### config.mk
export PLATFORM = sky130hd
export DESIGN_NAME = wdm_ctrl
export DESIGN_NICKNAME = d
export VERILOG_FILES = /design/src/rtl/wdm_pkg.sv /design/src/rtl/wdm_prescaler.sv /design/src/rtl/wdm_timer.sv /design/src/rtl/wdm_mode_fsm.sv /design/src/rtl/wdm_ctrl.sv
export SDC_FILE = /design/constraint.sdc
export NUM_CORES = 1
export LEC_CHECK = 0
export ABC_CLOCK_PERIOD_IN_PS = 3700
export BUFFER_PORTS_ARGS = -buffer_cell sky130_fd_sc_hd__clkbuf_2
export CAP_MARGIN = 20
export CORE_MARGIN = 2
export CORE_UTILIZATION = 45
export CTS_BUF_LIST = sky130_fd_sc_hd__clkbuf_16
export DETAILED_ROUTE_END_ITERATION = 8
export PLACE_DENSITY = 0.72
export SLEW_MARGIN = 20
export SYNTH_ARGS = -nofsm -noshare
export SYNTH_HDL_FRONTEND = slang
export SYNTH_SLANG_ARGS = --single-unit
### constraint.sdc
create_clock -name clk_i -period 3.7 [get_ports clk_i]
set_input_delay 0.185 -clock clk_i [delete_from_list [all_inputs] [get_ports clk_i]]
set_output_delay 0.185 -clock clk_i [all_outputs]
set_load 0.02 [all_outputs]
### src/rtl/wdm_pkg.sv
package wdm_pkg;

   typedef enum logic [2:0] {
      MODE_NREQ     = 3'd0,
      MODE_NORMAL   = 3'd1,
      MODE_DBG_NORM = 3'd5,
      MODE_DBG_STBY = 3'd6,
      MODE_DBG_STOP = 3'd7
   } wdm_mode_e;

   localparam logic [2:0] MCR_ADDR = 3'b000;

   function automatic logic is_debug(input wdm_mode_e m);
      return m[2];
   endfunction

   function automatic logic is_sub_sel(input logic [3:0] d);
      return (d[2:0] == 3'b101) || (d[2:0] == 3'b110) || (d[2:0] == 3'b111);
   endfunction

endpackage

### src/rtl/wdm_prescaler.sv
module wdm_prescaler #(
   parameter int TICK_DIV = 4
) (
   input  logic clk_i,
   input  logic rst_n_i,
   input  logic clr_i,
   output logic tick_o
);
   generate
      if (TICK_DIV < 1) begin : g_bad_div
         $error("TICK_DIV must be at least 1");
      end
      if (TICK_DIV == 1) begin : g_direct
         assign tick_o = !clr_i;
      end else begin : g_count
         localparam int DW = $clog2(TICK_DIV);
         localparam logic [DW-1:0] LAST = DW'(TICK_DIV - 1);
         logic [DW-1:0] div_q;
         always_ff @(posedge clk_i or negedge rst_n_i) begin
            if (!rst_n_i)             div_q <= '0;
            else if (clr_i)           div_q <= '0;
            else if (div_q == LAST)   div_q <= '0;
            else                      div_q <= div_q + 1'b1;
         end
         assign tick_o = !clr_i && (div_q == LAST);
      end
   endgenerate
endmodule

### src/rtl/wdm_timer.sv
module wdm_timer #(
   parameter int TICK_DIV = 4,
   parameter int WD_TICKS = 50,
   parameter int RST_LEN  = 8
) (
   input  logic clk_i,
   input  logic rst_n_i,
   input  logic run_i,
   input  logic kick_i,
   output logic expire_o,
   output logic pulse_o
);
   localparam int TW = (WD_TICKS > 1) ? $clog2(WD_TICKS) : 1;
   localparam int RW = $clog2(RST_LEN + 1);
   localparam logic [TW-1:0] T_LAST = TW'(WD_TICKS - 1);
   localparam logic [RW-1:0] R_LOAD = RW'(RST_LEN);

   generate
      if (WD_TICKS < 2) begin : g_bad_ticks
         $error("WD_TICKS must be at least 2");
      end
      if (RST_LEN < 1) begin : g_bad_len
         $error("RST_LEN must be at least 1");
      end
   endgenerate

   logic          tick;
   logic          clr;
   logic [TW-1:0] tcnt_q;
   logic [RW-1:0] rcnt_q;

   assign pulse_o = (rcnt_q != '0);
   assign clr     = kick_i || !run_i || pulse_o;

   wdm_prescaler #(.TICK_DIV(TICK_DIV)) u_pre (
      .clk_i  (clk_i),
      .rst_n_i(rst_n_i),
      .clr_i  (clr),
      .tick_o (tick)
   );

   assign expire_o = !clr && tick && (tcnt_q == T_LAST);

   always_ff @(posedge clk_i or negedge rst_n_i) begin
      if (!rst_n_i)       tcnt_q <= '0;
      else if (clr)       tcnt_q <= '0;
      else if (tick)      tcnt_q <= (tcnt_q == T_LAST) ? '0 : tcnt_q + 1'b1;
   end

   always_ff @(posedge clk_i or negedge rst_n_i) begin
      if (!rst_n_i)       rcnt_q <= '0;
      else if (expire_o)  rcnt_q <= R_LOAD;
      else if (pulse_o)   rcnt_q <= rcnt_q - 1'b1;
   end
endmodule

### src/rtl/wdm_mode_fsm.sv
module wdm_mode_fsm
   import wdm_pkg::*;
#(
   parameter logic [2:0] TIM_ADDR = 3'b011
) (
   input  logic      clk_i,
   input  logic      rst_n_i,
   input  logic      cmd_valid_i,
   input  logic [2:0] cmd_addr_i,
   input  logic      cmd_wr_i,
   input  logic [3:0] cmd_data_i,
   input  logic      block_i,
   input  logic      expire_i,
   output wdm_mode_e mode_o,
   output logic      armed_o,
   output logic      batt_fail_o,
   output logic      tim_wr_o,
   output logic      kick_o
);
   generate
      if (TIM_ADDR == MCR_ADDR) begin : g_bad_addr
         $error("TIM_ADDR must differ from the mode-control address");
      end
   endgenerate

   logic      acc, mcr_wr, mcr_rd;
   wdm_mode_e mode_q, mode_d;
   logic      armed_q, armed_d;
   logic      batt_q;

   assign acc      = cmd_valid_i && !block_i;
   assign mcr_wr   = acc &&  cmd_wr_i && (cmd_addr_i == MCR_ADDR);
   assign mcr_rd   = acc && !cmd_wr_i && (cmd_addr_i == MCR_ADDR);
   assign tim_wr_o = acc &&  cmd_wr_i && (cmd_addr_i == TIM_ADDR);
   assign kick_o   = tim_wr_o && !is_debug(mode_q);

   always_comb begin
      mode_d  = mode_q;
      armed_d = armed_q;
      if (expire_i) begin
         mode_d  = MODE_NREQ;
         armed_d = 1'b0;
      end else begin
         unique case (mode_q)
            MODE_NREQ: begin
               if (tim_wr_o) mode_d = MODE_NORMAL;
            end
            MODE_NORMAL: begin
               if (mcr_wr && cmd_data_i == 4'b0000 && batt_q)
                  armed_d = 1'b1;
               else if (mcr_wr && armed_q && is_sub_sel(cmd_data_i))
                  mode_d = wdm_mode_e'(cmd_data_i[2:0]);
            end
            MODE_DBG_NORM, MODE_DBG_STBY, MODE_DBG_STOP: begin
               if (mcr_wr && cmd_data_i == 4'b0000) begin
                  mode_d  = MODE_NORMAL;
                  armed_d = 1'b0;
               end else if (mcr_wr && is_sub_sel(cmd_data_i)) begin
                  mode_d = wdm_mode_e'(cmd_data_i[2:0]);
               end
            end
            default: begin
               mode_d  = MODE_NREQ;
               armed_d = 1'b0;
            end
         endcase
      end
   end

   always_ff @(posedge clk_i or negedge rst_n_i) begin
      if (!rst_n_i) begin
         mode_q  <= MODE_NREQ;
         armed_q <= 1'b0;
         batt_q  <= 1'b1;
      end else begin
         mode_q  <= mode_d;
         armed_q <= armed_d;
         if (mcr_rd) batt_q <= 1'b0;
      end
   end

   assign mode_o      = mode_q;
   assign armed_o     = armed_q;
   assign batt_fail_o = batt_q;
endmodule

### src/rtl/wdm_ctrl.sv
module wdm_ctrl
   import wdm_pkg::*;
#(
   parameter int         TICK_DIV = 4,
   parameter int         WD_TICKS = 50,
   parameter int         RST_LEN  = 8,
   parameter logic [2:0] TIM_ADDR = 3'b011
) (
   input  logic       clk_i,
   input  logic       por_n_i,
   input  logic       cmd_valid_i,
   input  logic [2:0] cmd_addr_i,
   input  logic       cmd_wr_i,
   input  logic [3:0] cmd_data_i,
   output logic [2:0] mode_o,
   output logic       batt_fail_o,
   output logic       mcu_rst_n_o,
   output logic       wdog_fault_n_o
);
   wdm_mode_e mode_w;
   logic      armed_w, expire_w, pulse_w, tim_wr_w, kick_w, run_w;
   logic      fault_n_q;

   assign run_w = !is_debug(mode_w);

   wdm_timer #(
      .TICK_DIV(TICK_DIV),
      .WD_TICKS(WD_TICKS),
      .RST_LEN (RST_LEN)
   ) u_timer (
      .clk_i   (clk_i),
      .rst_n_i (por_n_i),
      .run_i   (run_w),
      .kick_i  (kick_w),
      .expire_o(expire_w),
      .pulse_o (pulse_w)
   );

   wdm_mode_fsm #(.TIM_ADDR(TIM_ADDR)) u_fsm (
      .clk_i      (clk_i),
      .rst_n_i    (por_n_i),
      .cmd_valid_i(cmd_valid_i),
      .cmd_addr_i (cmd_addr_i),
      .cmd_wr_i   (cmd_wr_i),
      .cmd_data_i (cmd_data_i),
      .block_i    (pulse_w),
      .expire_i   (expire_w),
      .mode_o     (mode_w),
      .armed_o    (armed_w),
      .batt_fail_o(batt_fail_o),
      .tim_wr_o   (tim_wr_w),
      .kick_o     (kick_w)
   );

   always_ff @(posedge clk_i or negedge por_n_i) begin
      if (!por_n_i)      fault_n_q <= 1'b1;
      else if (expire_w) fault_n_q <= 1'b0;
      else if (tim_wr_w) fault_n_q <= 1'b1;
   end

   assign mode_o         = mode_w;
   assign mcu_rst_n_o    = !pulse_w;
   assign wdog_fault_n_o = fault_n_q;
endmodule

==> flow_summary.json <==
{
  "clk_pin_slew_ps": 50,
  "netlist_area_um2": 1046,
  "fillCellCount": 203,
  "cp-start-kind": "flop",
  "dpl-instance-area_um2": 1150,
  "hp-class": "input pin to flop",
  "drtAntennaViolNets": 0,
  "initial_core_util_pct": 47.29,
  "ys_seq_area_share_pct": 43.30,
  "synth.top_cell.area_share_pct": 38.28,
  "postCtsSetupBuffers": 0,
  "synth_top_cell_by_area": "dfrtp_1",
  "fin_crit_sh_pct": 59.47,
  "place_congestion": 0.8684,
  "grt-ovfl-total": 0,
  "status": "complete, no violations",
  "arrival_ps": 2330,
  "vias": 850,
  "cpLargestDelayFamily": "simple AND/OR/NAND/NOR gates",
  "slew_headroom_pct": 69.10,
  "die_w_um": 52.21,
  "postSynthAreaPerCell_um2": 10.46,
  "rsz0062_at_grt": "no",
  "p_leak_nw": 0.6213,
  "drt_first_pass_iters": 4,
  "cts_tree": "built",
  "n_antenna_cell": 0,
  "nets": 137,
  "multi_input_area_um2": 563.0,
  "first_global_vias": 885,
  "io_buffers": 16,
  "finalMaxSlewViolations": 0,
  "dieArea_um2": 2726,
  "period_needed_ps": 2200,
  "p_per_area_nw_per_um2": 622.4,
  "final_cell_mix": "16 x clkbuf_2, 16 x dfrtp_1, 8 x nor2_1, 8 x o21ai_0, 6 x inv_1",
  "setup-tns-final_ps": 0,
  "worstMarginPinSlew_ps": 463.5,
  "rows": 17,
  "cts_sinks": 18,
  "synth_ff_type": "dfrtp_1",
  "ys_async_sr_fraction_pct": 100.0,
  "ys.warnings.count": 0,
  "via_per_inst": 5.743,
  "drv_cap": 0,
  "holdWs_ps": 208.1,
  "die_h_um": 52.21,
  "crit_type": "flop to flop",
  "grt_pass1_wl_um": 3760,
  "crit_path_cell_trace": "inv_1 -> ha_1 -> or3b_4 -> inv_1 -> nand4_1 -> a31oi_1 -> mux2_4",
  "synth_seq_cells": 18,
  "numCtsBuffers": 3,
  "crit_fanout": 5,
  "coreArea_um2": 2212,
  "end_kind": "flop",
  "wirelength_um": 2161,
  "drc": 0,
  "path_buf_inv": 2,
  "cpPeakStageDelay_ps": 430,
  "post-route-cell-area_um2": 1239,
  "clock_latency_ps": 250,
  "syn_inst": 100,
  "wl_per_cell_um": 14.60,
  "hold_violations": 0,
  "finalSetupViolCount": 0,
  "cts_resized": 0,
  "antenna_found_initial": 0,
  "crit_path_top_delay_cell": "or3b_4",
  "cts_hold_buf": 1,
  "synthesis.nets": 116,
  "max_freq_ghz": 0.4545,
  "crit_top_cell": "inv_1",
  "synth_edf_count": 0,
  "drt_iter0_drc": 16,
  "required_ps": 3830,
  "synth_cell_type_count": 40,
  "vdd_drop_max_v": 0.0003991,
  "grt_max_degree": 19,
  "htreeDepth": 1,
  "synth_area_leaders": "dfrtp_1 38%, ha_1 6.0%, dfstp_2 5.0%",
  "num_io_pins": 17,
  "cts_root_buf": "clkbuf_16",
  "dp_hpwl_um": 1577,
  "clockBufferDepth": 2,
  "fin_skew_ps": 3.827,
  "syn2layout_area_growth_pct": 18.42,
  "grt_usage_pct": 18.57,
  "seq_area_um2": 452.9,
  "drive_gt1_share_pct": 25.00
}
[state kept, by name, indices dropped and copies added, names as in the netlist]
name,cells
u_fsm.armed_o,1
u_timer.tcnt_q,6
u_timer.rcnt_q,4
u_timer.u_pre.g_count.div_q,2
u_fsm.batt_fail_o,1
wdog_fault_n_o,1
u_fsm.mode_o,3
[final timing paths]
check / start / to / slack [ps] / depth (start not counted)
max: u_timer.rcnt_q[0] / u_fsm.mode_o[0] / 1500 / 7
min: cmd_addr_i[2] / u_fsm.batt_fail_o / 210 / 2
max reg2reg: u_timer.rcnt_q[0] / u_fsm.mode_o[0] / 1500 / 7
min reg2reg: u_timer.u_pre.g_count.div_q[0] / u_timer.u_pre.g_count.div_q[0] / 440 / 1
max in group asynchronous: por_n_i / wdog_fault_n_o / 2930 / 2
min in group asynchronous: por_n_i / u_timer.u_pre.g_count.div_q[0] / 420 / 2
[worst reg2reg max path: stages (launching register included)]
cell	delay, ps
dfrtp_1	360
inv_1	110
ha_1	200
or3b_4	430
inv_1	170
nand4_1	160
a31oi_1	320
mux2_4	330
[cell usage after synthesis, drive strengths merged (3+ instances only)]
cell type / instances
a211oi: 3
inv: 5
nand4: 3
and2: 3
nor3b: 5
nand2: 3
nor2: 8
o21ai: 8
a21o: 4
ha: 5
dfrtp: 16
and3: 4
[power breakdown]
part / internal (mW) / total (mW) / switching [mW]
clock: 0.144 / 0.216 / 0.0723
sequential: 0.242 / 0.290 / 0.0475
combinational: 0.120 / 0.265 / 0.145
total: 0.506 / 0.771 / 0.265
[per-stage QoR]
stage | setup WS [ps] | utilization [%] | power, mW | cells
2_1_floorplan | 1591 | - | 0.4814 | 100
3_3_place_gp | 1611 | 51.98 | 0.5435 | 143
3_5_place_dp | 1522 | 51.98 | 0.5557 | 143
4_1_cts | 1504 | 56.00 | 0.7771 | 148
5_1_grt | 1373 | 56.00 | 0.8222 | 148
6_report | 1500 | 56.00 | 0.7709 | 148
[kinds of logic (layout without fill, tap and decap cells)]
logic type	after synthesis	in the layout	synth area share, %
AOI/OAI and AO/OA	26	26	18.30
xor gates and xnor gates	2	2	1.675
buffers and inverters	6	26	2.871
DFF	18	18	43.30
muxes	3	3	3.349
adders and majority gates	5	5	5.981
and+or+nand+nor	40	40	24.52
[cell type report]
type,instances,share of cell area (%)
multi-input cells,76,45.45
flip-flops and latches,18,36.57
repair buffers,17,7.273
clock buffers,3,6.061
well taps,28,2.828
inverters,5,1.515
clock inverters,1,0.3030
[layer usage]
layer	track usage (%)	routed length [um]	share of wire [%]	up-vias
met2	28.27	1013	47	25
met1	24.45	1012	47	408
li1	-	-	-	411
met5	0	0	0	-
met4	9.829	54	2.5	0
met3	4.286	81	3.7	6
(Power assumes the default switching activity.)
